### src/rtl/trc_pkg.sv
package trc_pkg;

  localparam int NIB_W  = 4;
  localparam int ADDR_W = 32;
  localparam int BCNT_W = 2;
  localparam int LEFT_W = $clog2(2 * (ADDR_W / 8) + 1);

  localparam logic [NIB_W-1:0] CODE_IDLE   = 4'h0;
  localparam logic [NIB_W-1:0] CODE_BRANCH = 4'h5;
  localparam logic [NIB_W-1:0] CODE_FOLD   = 4'h6;
  localparam logic [NIB_W-1:0] CODE_RTE    = 4'h7;
  localparam logic [NIB_W-1:0] CODE_EXC    = 4'hC;
  localparam logic [NIB_W-1:0] CODE_EMU    = 4'hD;
  localparam logic [NIB_W-1:0] CODE_STOP   = 4'hE;
  localparam logic [NIB_W-1:0] CODE_HALT   = 4'hF;

  // One queued event: head code, optional byte-count marker, trailing data
  typedef struct packed {
    logic [NIB_W-1:0]  head;
    logic              mark;
    logic [BCNT_W-1:0] bcnt;
    logic [LEFT_W-1:0] ndat;
    logic [ADDR_W-1:0] data;
  } trc_rec_t;

  localparam int REC_W = $bits(trc_rec_t);

  typedef enum logic [1:0] {
    K_IDLE = 2'd0,
    K_HEAD = 2'd1,
    K_MARK = 2'd2,
    K_DATA = 2'd3
  } trc_kind_e;

endpackage

### src/rtl/trc_evt_sel.sv
module trc_evt_sel
  import trc_pkg::*;
(
  input  logic              evt_taken,
  input  logic              evt_variant,
  input  logic              evt_pc_sync,
  input  logic              evt_folded,
  input  logic              evt_rte,
  input  logic              evt_exc,
  input  logic              evt_emu_exc,
  input  logic              evt_halt,
  input  logic              evt_stop,
  input  logic              evt_bkpt,
  input  logic [NIB_W-1:0]  bkpt_status,
  input  logic [ADDR_W-1:0] tgt_addr,
  input  logic              cap_en,
  input  logic [BCNT_W-1:0] cap_bytes,
  output logic              sel_valid,
  output trc_rec_t          sel_rec
);

  logic capture;

  assign capture = cap_en & ((evt_taken & evt_variant) | evt_pc_sync);

  // Fixed priority: halt, emulator exception, exception, stop, breakpoint,
  // return from exception, folded branch, taken branch / PC sync
  always_comb begin
    sel_rec   = '0;
    sel_valid = 1'b1;
    if (evt_halt) begin
      sel_rec.head = CODE_HALT;
    end else if (evt_emu_exc) begin
      sel_rec.head = CODE_EMU;
    end else if (evt_exc) begin
      sel_rec.head = CODE_EXC;
    end else if (evt_stop) begin
      sel_rec.head = CODE_STOP;
    end else if (evt_bkpt) begin
      sel_rec.head = CODE_STOP;
      sel_rec.ndat = LEFT_W'(1);
      sel_rec.data = {{(ADDR_W-NIB_W){1'b0}}, bkpt_status};
    end else if (evt_rte) begin
      sel_rec.head = CODE_RTE;
    end else if (evt_folded) begin
      sel_rec.head = CODE_FOLD;
    end else if (evt_taken || evt_pc_sync) begin
      sel_rec.head = CODE_BRANCH;
      if (capture) begin
        sel_rec.mark = 1'b1;
        sel_rec.bcnt = cap_bytes;
        sel_rec.ndat = (LEFT_W'(cap_bytes) + LEFT_W'(1)) << 1;
        sel_rec.data = tgt_addr;
      end
    end else begin
      sel_valid = 1'b0;
    end
  end

endmodule

### src/rtl/trc_fifo.sv
module trc_fifo #(
  parameter int DEPTH = 4,
  parameter int WIDTH = 8
) (
  input  logic                          clk,
  input  logic                          rst_n,
  input  logic                          push,
  input  logic [WIDTH-1:0]              wdata,
  input  logic                          pop,
  output logic [WIDTH-1:0]              rdata,
  output logic                          empty,
  output logic [$clog2(DEPTH+1)-1:0]    count
);

  localparam int PTR_W = (DEPTH > 1) ? $clog2(DEPTH) : 1;
  localparam int CNT_W = $clog2(DEPTH + 1);

  logic [WIDTH-1:0] slot_q [DEPTH];
  logic [PTR_W-1:0] wr_q, wr_d, rd_q, rd_d;
  logic [CNT_W-1:0] cnt_q, cnt_d;
  logic             full, do_push, do_pop;

  assign full    = (cnt_q == CNT_W'(DEPTH));
  assign empty   = (cnt_q == '0);
  assign do_pop  = pop & ~empty;
  assign do_push = push & (~full | do_pop);
  assign rdata   = slot_q[rd_q];
  assign count   = cnt_q;

  always_comb begin
    wr_d  = wr_q;
    rd_d  = rd_q;
    cnt_d = cnt_q;
    if (do_push) wr_d = (wr_q == PTR_W'(DEPTH-1)) ? '0 : wr_q + PTR_W'(1);
    if (do_pop)  rd_d = (rd_q == PTR_W'(DEPTH-1)) ? '0 : rd_q + PTR_W'(1);
    if (do_push && !do_pop)      cnt_d = cnt_q + CNT_W'(1);
    else if (do_pop && !do_push) cnt_d = cnt_q - CNT_W'(1);
  end

  always_ff @(posedge clk or negedge rst_n) begin
    if (!rst_n) begin
      wr_q  <= '0;
      rd_q  <= '0;
      cnt_q <= '0;
    end else begin
      wr_q  <= wr_d;
      rd_q  <= rd_d;
      cnt_q <= cnt_d;
    end
  end

  for (genvar i = 0; i < DEPTH; i++) begin : g_slot
    logic slot_we;
    assign slot_we = do_push & (wr_q == PTR_W'(i));
    always_ff @(posedge clk) begin
      if (slot_we) slot_q[i] <= wdata;
    end
  end

endmodule

### src/rtl/trc_emit.sv
module trc_emit
  import trc_pkg::*;
(
  input  logic             clk,
  input  logic             rst_n,
  input  logic             in_valid,
  input  trc_rec_t         in_rec,
  input  logic             q_empty,
  input  trc_rec_t         q_rec,
  output logic             q_push,
  output logic             q_pop,
  output logic             busy,
  output logic [NIB_W-1:0] trace,
  output trc_kind_e        kind
);

  logic [NIB_W-1:0]  trace_q, trace_d;
  trc_kind_e         kind_q, kind_d;
  logic              mark_q, mark_d;
  logic [BCNT_W-1:0] bcnt_q, bcnt_d;
  logic [LEFT_W-1:0] left_q, left_d;
  logic [ADDR_W-1:0] data_q, data_d;
  logic              data_en, load;
  trc_rec_t          src;

  assign busy  = mark_q | (left_q != '0);
  assign trace = trace_q;
  assign kind  = kind_q;

  always_comb begin
    trace_d = CODE_IDLE;
    kind_d  = K_IDLE;
    mark_d  = mark_q;
    bcnt_d  = bcnt_q;
    left_d  = left_q;
    data_d  = data_q;
    data_en = 1'b0;
    q_push  = 1'b0;
    q_pop   = 1'b0;
    load    = 1'b0;
    src     = in_rec;
    if (busy) begin
      q_push = in_valid;
      if (mark_q) begin
        trace_d = {2'b10, bcnt_q};
        kind_d  = K_MARK;
        mark_d  = 1'b0;
      end else begin
        trace_d = data_q[NIB_W-1:0];
        kind_d  = K_DATA;
        data_d  = data_q >> NIB_W;
        data_en = 1'b1;
        left_d  = left_q - LEFT_W'(1);
      end
    end else if (!q_empty) begin
      q_pop  = 1'b1;
      q_push = in_valid;
      load   = 1'b1;
      src    = q_rec;
    end else if (in_valid) begin
      load = 1'b1;
    end
    if (load) begin
      trace_d = src.head;
      kind_d  = K_HEAD;
      mark_d  = src.mark;
      bcnt_d  = src.bcnt;
      left_d  = src.ndat;
      data_d  = src.data;
      data_en = 1'b1;
    end
  end

  always_ff @(posedge clk or negedge rst_n) begin
    if (!rst_n) begin
      trace_q <= CODE_IDLE;
      kind_q  <= K_IDLE;
      mark_q  <= 1'b0;
      bcnt_q  <= '0;
      left_q  <= '0;
    end else begin
      trace_q <= trace_d;
      kind_q  <= kind_d;
      mark_q  <= mark_d;
      bcnt_q  <= bcnt_d;
      left_q  <= left_d;
    end
  end

  always_ff @(posedge clk or negedge rst_n) begin
    if (!rst_n) begin
      data_q <= '0;
    end else if (data_en) begin
      data_q <= data_d;
    end
  end

endmodule

### src/rtl/trc_status_enc.sv
module trc_status_enc
  import trc_pkg::*;
#(
  parameter int FIFO_DEPTH = 4
) (
  input  logic        clk,
  input  logic        rst_n,
  input  logic        evt_taken,
  input  logic        evt_variant,
  input  logic        evt_pc_sync,
  input  logic        evt_folded,
  input  logic        evt_rte,
  input  logic        evt_exc,
  input  logic        evt_emu_exc,
  input  logic        evt_halt,
  input  logic        evt_stop,
  input  logic        evt_bkpt,
  input  logic [3:0]  bkpt_status,
  input  logic [31:0] tgt_addr,
  input  logic        cap_en,
  input  logic [1:0]  cap_bytes,
  output logic [3:0]  trace_nib
);

  localparam int CNT_W = $clog2(FIFO_DEPTH + 1);

  logic             [1:0] rst_sync_q;
  logic                   rst_s_n;
  logic                   sel_valid;
  trc_rec_t               sel_rec;
  logic                   q_push, q_pop, q_empty, emit_busy;
  logic [REC_W-1:0]       q_rdata;
  logic [CNT_W-1:0]       q_count;
  trc_kind_e              out_kind;

  // Asynchronous assertion, synchronous release
  always_ff @(posedge clk or negedge rst_n) begin
    if (!rst_n) rst_sync_q <= 2'b00;
    else        rst_sync_q <= {rst_sync_q[0], 1'b1};
  end
  assign rst_s_n = rst_sync_q[1];

  trc_evt_sel u_sel (
    .evt_taken   (evt_taken),
    .evt_variant (evt_variant),
    .evt_pc_sync (evt_pc_sync),
    .evt_folded  (evt_folded),
    .evt_rte     (evt_rte),
    .evt_exc     (evt_exc),
    .evt_emu_exc (evt_emu_exc),
    .evt_halt    (evt_halt),
    .evt_stop    (evt_stop),
    .evt_bkpt    (evt_bkpt),
    .bkpt_status (bkpt_status),
    .tgt_addr    (tgt_addr),
    .cap_en      (cap_en),
    .cap_bytes   (cap_bytes),
    .sel_valid   (sel_valid),
    .sel_rec     (sel_rec)
  );

  trc_fifo #(
    .DEPTH (FIFO_DEPTH),
    .WIDTH (REC_W)
  ) u_fifo (
    .clk   (clk),
    .rst_n (rst_s_n),
    .push  (q_push),
    .wdata (sel_rec),
    .pop   (q_pop),
    .rdata (q_rdata),
    .empty (q_empty),
    .count (q_count)
  );

  trc_emit u_emit (
    .clk      (clk),
    .rst_n    (rst_s_n),
    .in_valid (sel_valid),
    .in_rec   (sel_rec),
    .q_empty  (q_empty),
    .q_rec    (trc_rec_t'(q_rdata)),
    .q_push   (q_push),
    .q_pop    (q_pop),
    .busy     (emit_busy),
    .trace    (trace_nib),
    .kind     (out_kind)
  );

endmodule

### config.mk
export PLATFORM = sky130hd
export DESIGN_NAME = trc_status_enc
export DESIGN_NICKNAME = d
export VERILOG_FILES = /design/src/rtl/trc_pkg.sv /design/src/rtl/trc_evt_sel.sv /design/src/rtl/trc_fifo.sv /design/src/rtl/trc_emit.sv /design/src/rtl/trc_status_enc.sv
export SDC_FILE = /design/constraint.sdc
export NUM_CORES = 1
export LEC_CHECK = 0
export ABC_AREA = 1
export BUFFER_PORTS_ARGS = -buffer_cell sky130_fd_sc_hd__buf_2
export CAP_MARGIN = 20
export CELL_PAD_IN_SITES_DETAIL_PLACEMENT = 2
export CELL_PAD_IN_SITES_GLOBAL_PLACEMENT = 2
export CORE_UTILIZATION = 36
export DETAILED_ROUTE_END_ITERATION = 16
export MAX_ROUTING_LAYER = met4
export PLACE_DENSITY_LB_ADDON = 0.1
export SKIP_CTS_REPAIR_TIMING = 1
export SYNTH_ARGS = -nofsm -noshare
export SYNTH_HDL_FRONTEND = slang
export SYNTH_SLANG_ARGS = --single-unit
### constraint.sdc
create_clock -name clk -period 1.5 [get_ports clk]
set_input_delay 0.225 -clock clk [delete_from_list [all_inputs] [get_ports clk]]
set_output_delay 0.225 -clock clk [all_outputs]
set_load 0.02 [all_outputs]
# Word-level counts from Yosys, hierarchy flattened
# Memories as Yosys holds them, arrays and structs flattened.
# Index checks and enable logic that the tools add are counted.
# word_totals
elab_cells	119
n_memories	1
mem_bits_rw	172
register_bits	52
# memory_table
memory	words	width	rd	rd_clocked_by_memory_dff	write_ports	line_no	source
u_fifo.slot_q	4	43	1	0	1	trc_fifo.sv:18	logic [WIDTH-1:0] slot_q [DEPTH];
# op_classes
n_eq_ne	6
bitwise	13
addsub	6
mux	69
n_reduce_logical	15
# ops
cell	n
$mux W39	7
$mux W43	5
$reduce_or A43 Y1	3
$mux W32	3
$mux W4	13
$mux W42	1
$mux W36	1
$mux W1	31
$mux W2	5
$mux W3	3
$and A1 B1 Y1	8
$eq A2 B2 Y1 const B	3
$add A2 B1 Y2 const B	2
$reduce_bool A2 Y1	2
$reduce_bool A4 Y1	1
$sub A4 B1 Y4 const B	1
$add A2 B1 Y3 const B	1
$add A3 B1 Y3 const B	1
$eq A3 B3 Y1 const B	1
$logic_not A3 Y1	1
$or A1 B1 Y1	3
$reduce_and A3 Y1	1
$sub A3 B1 Y3 const B	1
$eq A2 B1 Y1 const B	1
other kinds (7)	10

# Logic depth before layout (Yosys ltp)
# Gate-level depths: netlist (run 1).
# logic_depth
ltp_word	19
mapped_depth	14
ltp_nobuf	14

# By module
# A second synthesis (run 1) with hierarchy kept.
# unflattened
hier_cells	1030
area_unflattened_um2	10660.2
# modules_own_cells
module	cells_each	area_each_um2	seq_area_each_um2	n_inst
trc_fifo	562	7335.8	5340.1	1
trc_emit	354	2657.5	1126.1	1
trc_evt_sel	111	613.1	0.0	1
trc_status_enc	3	53.8	50.0	1

# Least setup slack after synthesis (run 1)
# Ideal clock, no wire load.
# synth_timing
kind	register -> register
startpoint	register u_emit.left_q[0]
endpoint	memory u_fifo.slot_q[0][0] (netlist bit), enable pin
path_stages_with_launch	9
setup_slack_ns	-2.005
required_time_ns	1.056
period_less_slack_ns	3.505
t_arrival_ns	3.061
n_path_buf	0
path_cell_list	dfrtp_1 -> inv_1 -> ha_1 -> nand3_2 -> nor2_4 -> nand2_1 -> o21ai_0 -> nand2_1 -> nor2_1
# synth_between
elab_cells_between_ends	28
classes_between	mux: 16; bitwise: 8; reduce/logical: 4
# synth_rtl
element	line_no	source
start, declared	trc_emit.sv:21	logic [LEFT_W-1:0] left_q, left_d;
start signal, assigned	trc_emit.sv:86	left_q <= left_d;
$reduce_bool A4 Y1 (*)	trc_emit.sv:26	assign busy = mark_q | (left_q != '0);
$or A1 B1 Y1 (*)	trc_emit.sv:26	
$mux W1	trc_emit.sv:42	if (busy) begin
$and A1 B1 Y1	trc_fifo.sv:25	assign do_pop = pop & ~empty;
$or A1 B1 Y1	trc_fifo.sv:26	assign do_push = push & (~full | do_pop);
$and A1 B1 Y1 (*)	trc_fifo.sv:26	
$and A1 B1 Y1 (*)	trc_fifo.sv:54	assign slot_we = do_push & (wr_q == PTR_W'(i));
named net u_fifo.g_slot[0].slot_we	trc_fifo.sv:53	logic slot_we;
$mux W1 (*)	trc_fifo.sv:56	if (slot_we) slot_q[i] <= wdata;
$mux W1 (implied by the code) (*)	trc_fifo.sv:56	
$mux W1 (no line) (*) (3 in series)	n/a	
end, declared	trc_fifo.sv:18	
# The timed path passes the listed nets; every way through them passes the cells marked *.

# Final worst setup path (run 1)
# layout_timing
startpoint	register u_emit.left_q[0]
endpoint	memory u_fifo.slot_q[3][11] (netlist bit), enable pin
# layout_between
elab_cells_between_ends	28
classes_between	mux: 16; bitwise: 8; reduce/logical: 4
# layout_rtl
element	line_no
$reduce_bool A4 Y1 (*)	trc_emit.sv:26
$or A1 B1 Y1 (*)	trc_emit.sv:26
$mux W1	trc_emit.sv:42
$and A1 B1 Y1	trc_fifo.sv:25
$or A1 B1 Y1	trc_fifo.sv:26
$and A1 B1 Y1 (*)	trc_fifo.sv:26
$and A1 B1 Y1 (*)	trc_fifo.sv:54
named net u_fifo.g_slot[3].slot_we	trc_fifo.sv:53
$mux W1 (*)	trc_fifo.sv:56
$mux W1 (implied by the code) (*)	trc_fifo.sv:56
$reduce_or A43 Y1 (no line)	n/a
$mux W2 (no line) / $mux W1 (equally long branches)	n/a
# Marks and branches as above.

==> flow_summary_export.csv, run 1 <==
group,metric,value,unit
synth,netlist_area,0.00988,mm2
pwr,leakage,5.68,nW
outcome,outcome,"finished, violations left",
synth,yosys_warnings,0,
hold_path,hp-class,"in -> async",
global_route,grt_max_degree,51,
worst_setup_path,worstSetupEndpointType,"flip-flop",
floorplan,die_area,0.0281,mm2
floorplan,die_h,168,um
clocking,path_clk_slew,60,ps
sta,period_share,152,%
global_route,grt_pass1_wl,49500,um
worst_setup_path,path_cells,"inv_2 > ha_4 > nand3_4 > nor2_4 > nand2_2 > o21ai_2 > nand2_4 > buf_4 > buf_8 > nor2_4 > buf_12 > clkbuf_16",
synth,netlist.area_leader.share,52.3,%
drt,met1_length,16300,um
worst_setup_path,slowest_delay,400,ps
pwr,ir_drop,1.07,mV
drt,routed.top_layer,"met4",
sta,finalSetupViolations,222,
clocking,h-tree-depth,1,
sta,fin_crit,2280,ps
sta,tns,-144870,ps
pwr,power.density,2230,mW/mm2
synth,synth_edf_count,172,
synth,syn-num-nets,999,
drt,route.detailed.drc,0,
drt,vias_per_cell,5.35,
sta,rsz0062_at_grt,"true",
run,cap_violations,0,
drt,routed_wl,38600,um
cells_and_area,post_route_cells_drive_above_1_share,31.5,%
synth,synth-adder-area-share,1.34,%
pwr,power.total,30.6,mW
drt,wl_met3,1550,um
clocking,cts_tree,"done",
worst_setup_path,crit_top_cell,"nor2_4",
synth,yosysUniqueCellTypes,38,
pwr,switching_share,38.1,%
clocking,cts_root_buf,"clkbuf_16",
floorplan,std_cell_rows,60,
global_route,overflow,0,
synth,yosys.area_share.simple,17.1,%
sta,whs,-1.87,ps
floorplan,initial_core_util,36.7,%
drt,wl_per_cell,25.6,um
pwr,power_frac_clock,20.4,%
synth,syn_inst,938,
clocking,cts_inserted_buffers,26,
worst_setup_path,critical_path_class,"reg -> reg",
pwr,p_switching,11.6,mW
drt,ant_nets,0,
synth,synth_top_family_by_area,"simple AND/OR/NAND/NOR gates",
synth,synth_seq_area_share,65.4,%
floorplan,core_area,0.0270,mm2
floorplan,io_pins,55,
worst_setup_path,critPathMaxFanout,8,
synth,synth.area.mux_share,0.114,%
drt,vias,8068,
global_route,grt_pass1_vias,8615,
worst_setup_path,arrival,2520,ps
place,io_buffers,54,
floorplan,die_x,168,um
synth,yosysTopAreaCell,"edfxtp_1",
worst_setup_path,cp-start-kind,"flip-flop",
drt,firstDrtPassIters,5,
global_route,track_usage,23.9,%
drt,met2_length,19900,um
sta,hold_violations,2,
global_route,antenna_found_initial,1,
synth,async_flop_share,23.2,%
clocking,clk_latency,530,ps
worst_setup_path,startpoint,"u_emit.left_q[0]",
cells_and_area,nNetsFinal,1207,
sta,slew_violations,0,
synth,synth.avg_cell_area,10.5,um2
pwr,p_comb_share,46.3,%
synth,ys.flop_type,"edfxtp_1",
worst_setup_path,required,1750,ps
worst_setup_path,r2r_setup_slack,-780,ps
sta,worst_slew_pin_slew,580,ps
place,place_hpwl,22200,um
sta,skew,14.2,ps
worst_setup_path,r2r_start,"u_emit.left_q[0]",
synth,ys_ff_latch,224,
synth,netlist_top_cells_area,"edfxtp_1 (52%), dfrtp_1 (13%), nand2_1 (6.3%), nor2_1 (5.9%), o21ai_0 (4.9%)",
sta,relSlewSlack,60.9,%
pwr,p_int,18.9,mW
pwr,seqPwrFrac,33.4,%
drt,dr.first_iter.drc_count,542,
worst_setup_path,crit_slowest_cell,"dfrtp_1",
synth,synth_compound_area_share,10.2,%
outcome,violations,"negative hold slack, negative setup slack",
sta,fin_ws,-777,ps
place,routabilityCongestion,0.792,
sta,fmax,439,MHz
clocking,cts_sinks,224,
clocking,clockBufferDepth,3,
cells_and_area,area_growth,38.6,%
synth,synth_xor_area_share,0.354,%
==> placed cells by master, fill, tap and decap left out, types with 11 or more instances in the layout <==
cell / synthesis / final
clkbuf_1: 18 / 12
clkbuf_16: 0 / 42
buf_6: 3 / 18
nand3_1: 55 / 40
dfrtp_1: 52 / 49
o21ai_1: 11 / 14
a21oi_1: 15 / 11
nor2_2: 8 / 13
nor2_1: 155 / 144
o211ai_1: 15 / 15
inv_1: 73 / 67
nand3_2: 2 / 13
buf_2: 24 / 54
edfxtp_1: 172 / 172
buf_4: 1 / 100
nand2_1: 166 / 156
buf_12: 0 / 31
o21ai_0: 96 / 86
==> power by group through the flow <==
stage | logic (mW) | registers (mW) | clock network (mW)
finish | 14.1 | 10.2 | 6.23
global route | 15.0 | 10.3 | 6.54
CTS | 10.5 | 10.1 | 6.26
detailed placement | 10.4 | 10.2 | 0
global placement | 9.95 | 10.1 | 0
floorplan | 5.43 | 10.0 | 0
==> path summary, 6_finish.rpt <==
| path | end | cells past startpoint |
|---|---|---|
| worst min register to register | u_fifo.wr_q[0] | 1 |
| worst max-delay path | u_fifo.slot_q[3][11] | 12 |
| max in group asynchronous | u_fifo.rd_q[0] | 1 |
| min in group clk | u_emit.data_q[31] | 3 |
| worst min-delay path | rst_sync_q[0] | 2 |
| worst max register to register | u_fifo.slot_q[3][11] | 12 |
==> sequential cells by signal (all words and copies together) (netlist names) <==
name,count
u_emit.trace,4
u_emit.left_q,4
u_fifo.wr_q,2
u_fifo.slot_q,172
rst_sync_q,2
u_fifo.count,3
u_emit.bcnt_q,2
u_fifo.rd_q,2
u_emit.mark_q,1
u_emit.data_q,32
==> critical path, delay by kind of cell, from the launching register on <==
family | cells | cell delay, ps
simple gates | 5 | 550
flops | 1 | 400
compound gates | 1 | 90
fa+ha+maj | 1 | 160
buf+inv | 5 | 770
==> synth_stat cells (all sizes together), types with 9 or more instances <==
library cell  number
o21ai            107
a21oi             15
ha                 9
clkbuf            18
nor2             166
nand3             59
inv               80
buf               30
o221ai            12
edfxtp           172
nand2            170
o22ai             16
o211ai            17
dfrtp             52
==> cell type report <==
class,count,area (um2)
well taps,341,427
clock inverters,5,47.5
inverters,80,312
fillers,2663,13300
repair buffers,228,2400
diodes,1,2.50
flip-flops and latches,224,6470
clock buffers,43,776
multi-input cells,586,3270
==> kinds of logic after synthesis <==
group                    Yosys count
AO/OA/AOI/OAI                    169
XOR/XNOR                           4
adder cells (fa/ha/maj)           10
buffers and inverters            128
flip-flops                       224
multiplexers                       1
other                              1
AND/OR/NAND/NOR                  401
==> metal layers <==
metal | global-route usage, % | up-vias
met5 | - | -
li1 | - | 3625
met2 | 41.8 | 205
met1 | 29.8 | 4173
met3 | 2.69 | 65
met4 | 5.07 | 0
==> stage by stage <==
step           utilization, %  instance area (um2)  instances  setup slack [ps]
3_5_place_dp             43.4                11700       1412              -665
4_1_cts                  46.4                12500       1460              -706
5_1_grt                  50.8                13700       1508              -837
2_1_floorplan               -                10000        938              -738
6_report                 50.8                13700       1508              -777
3_3_place_gp             43.4                11700       1412              -609
(Power assumes the default switching activity.)
==> inputs of run 2 (changes only) <==
Settings changed: CORE_ASPECT_RATIO set to 1.25, CORE_UTILIZATION 36 to 37, SYNTH_HIERARCHICAL set to 1.
==> flow_summary_export.csv, run 2 <==
group,metric,value,unit
outcome,outcome,"finished, violations left",
outcome,violations,"negative setup slack",
global_route,grt_max_degree,51,
clocking,cts_inserted_buffers,25,
clocking,cts_root_buf,"clkbuf_16",
clocking,path_clk_slew,60,ps
cells_and_area,top_register,"u_fifo/slot_q",
cells_and_area,layout_commonest_cell,"edfxtp_1",
pwr,p_int,19.9,mW
sta,fin_crit,2320,ps
hold_path,hp-class,"in -> reg",
sta,finalSetupViolations,222,
cells_and_area,fin_area,0.0141,mm2
cells_and_area,fin_util,50.5,%
run,cap_violations,0,
sta,period_share,154,%
clocking,h-tree-depth,1,
floorplan,core_area,0.0279,mm2
drt,wl_per_cell,24.9,um
cells_and_area,antenna_cells,0,
clocking,clockBufferDepth,3,
drt,firstDrtPassIters,4,
pwr,ir_drop,1.17,mV
global_route,grt_util_met1,25.3,%
place,place_hpwl,21800,um
floorplan,die_area,0.0294,mm2
synth,netlist_area,0.0106,mm2
place,routabilityCongestion,0.765,
global_route,grt_pass1_wl,50000,um
global_route,met3_usage,2.40,%
cells_and_area,nNetsFinal,1291,
cells_and_area,largest_reg_flops,172,
drt,dr.first_iter.drc_count,388,
cells_and_area,finalNonFillerCells,1599,
sta,hold_violations,0,
clocking,cts_sinks,224,
clocking,cts_tree,"done",
worst_setup_path,critical_path_class,"reg -> reg",
pwr,power.total,33.3,mW
clocking,clk_latency,540,ps
cells_and_area,area_growth,33.0,%
floorplan,io_pins,55,
sta,fmax,432,MHz
floorplan,die_x,153,um
floorplan,die_h,191,um
global_route,track_usage,23.3,%
sta,slew_violations,0,
sta,fin_ws,-815,ps
place,dp.cells,1510,
cells_and_area,final_cell_mix,"edfxtp_1 (172), nand2_1 (169), inv_1 (137), buf_4 (114), nor2_1 (88)",
floorplan,initial_core_util,38.0,%
global_route,overflow,0,
pwr,seqPwrFrac,31.2,%
pwr,power_frac_clock,19.6,%
cells_and_area,top_regs,"u_fifo/slot_q x172, u_emit/data_q x32",
pwr,p_switching,13.3,mW
worst_setup_path,cp-start-kind,"flip-flop",
worst_setup_path,r2r_setup_slack,-820,ps
sta,skew,7.55,ps
synth,syn_inst,1027,
place,placed_area,0.0122,mm2
synth,synth.avg_cell_area,10.3,um2
synth,syn-num-nets,1088,
sta,rsz0062_at_grt,"true",
pwr,p_comb_share,49.2,%
floorplan,std_cell_rows,68,
pwr,power.density,2360,mW/mm2
pwr,switching_share,40.1,%
worst_setup_path,arrival,2560,ps
global_route,gr-max-usage-layer,"met2",
worst_setup_path,critPathMaxFanout,8,
drt,ant_nets,0,
drt,vias_per_cell,5.26,
sta,tns,-141200,ps
worst_setup_path,worstSetupEndpointType,"flip-flop",
place,io_buffers,54,
worst_setup_path,required,1750,ps
drt,vias,8417,
global_route,grt_pass1_vias,8908,
global_route,gr-usage-met2,44.7,%
synth,yosys_warnings,6,
drt,routed_wl,39800,um
drt,route.detailed.drc,0,
pwr,leakage,6.22,nW
global_route,antenna_found_initial,0,
cells_and_area,post_route_cells_drive_above_1_share,32.8,%
run 2: cell type report:
cell class              count  area, um2
flip-flops and latches    224       6470
repair buffers            232       2350
fillers                  2779      13800
clock inverters            14        174
well taps                 350        438
clock buffers              32        682
multi-input cells         598       3400
inverters                 149        587
run 2: routing by layer:
metal  vias to the layer above  share of wire (%)
met5                         -                  0
met4                         0                4.5
met3                        88                3.5
met2                       205                 54
met1                      4319                 38
li1                       3805                  -
run 2: final timing paths:
kind / start / cells past startpoint / end
worst min register to register: rst_sync_q[1] / 1 / u_emit/data_q[15]
max in group asynchronous: rst_n / 3 / rst_sync_q[1]
min in group asynchronous: rst_sync_q[1] / 1 / u_emit/data_q[15]
worst max register to register: u_emit/left_q[1] / 13 / u_fifo/slot_q[1][4]
worst max-delay path: u_emit/left_q[1] / 13 / u_fifo/slot_q[1][4]
worst min-delay path: tgt_addr[22] / 3 / u_fifo/slot_q[3][22]
run 2: power groups by stage:
stage / combinational [mW] / clock [mW] / sequential, mW
floorplan: 7.30 / 0 / 10.1
global placement: 11.4 / 0 / 10.2
detailed placement: 11.9 / 0 / 10.4
CTS: 12.1 / 6.59 / 10.3
global route: 17.4 / 6.84 / 10.5
finish: 16.4 / 6.51 / 10.4
run 2: worst max-delay path, stage by stage, from the launching register on:
cell and delay (ps):
dfrtp_1 400, inv_2 90, ha_4 160, nand2_4 50
nor2_4 180, nand2_4 80, inv_4 60, nor2_2 30
nand2_2 90, nand2_4 70, buf_4 210, nor2_4 230
buf_12 190, clkbuf_16 180
run 2: metrics by stage:
step	worst slack, ps	hold slack [ps]
finish	-815	61.9
global route	-882	67.3
CTS	-941	-550
detailed placement	-783	17.1
global placement	-712	16.8
floorplan	-888	-70.6
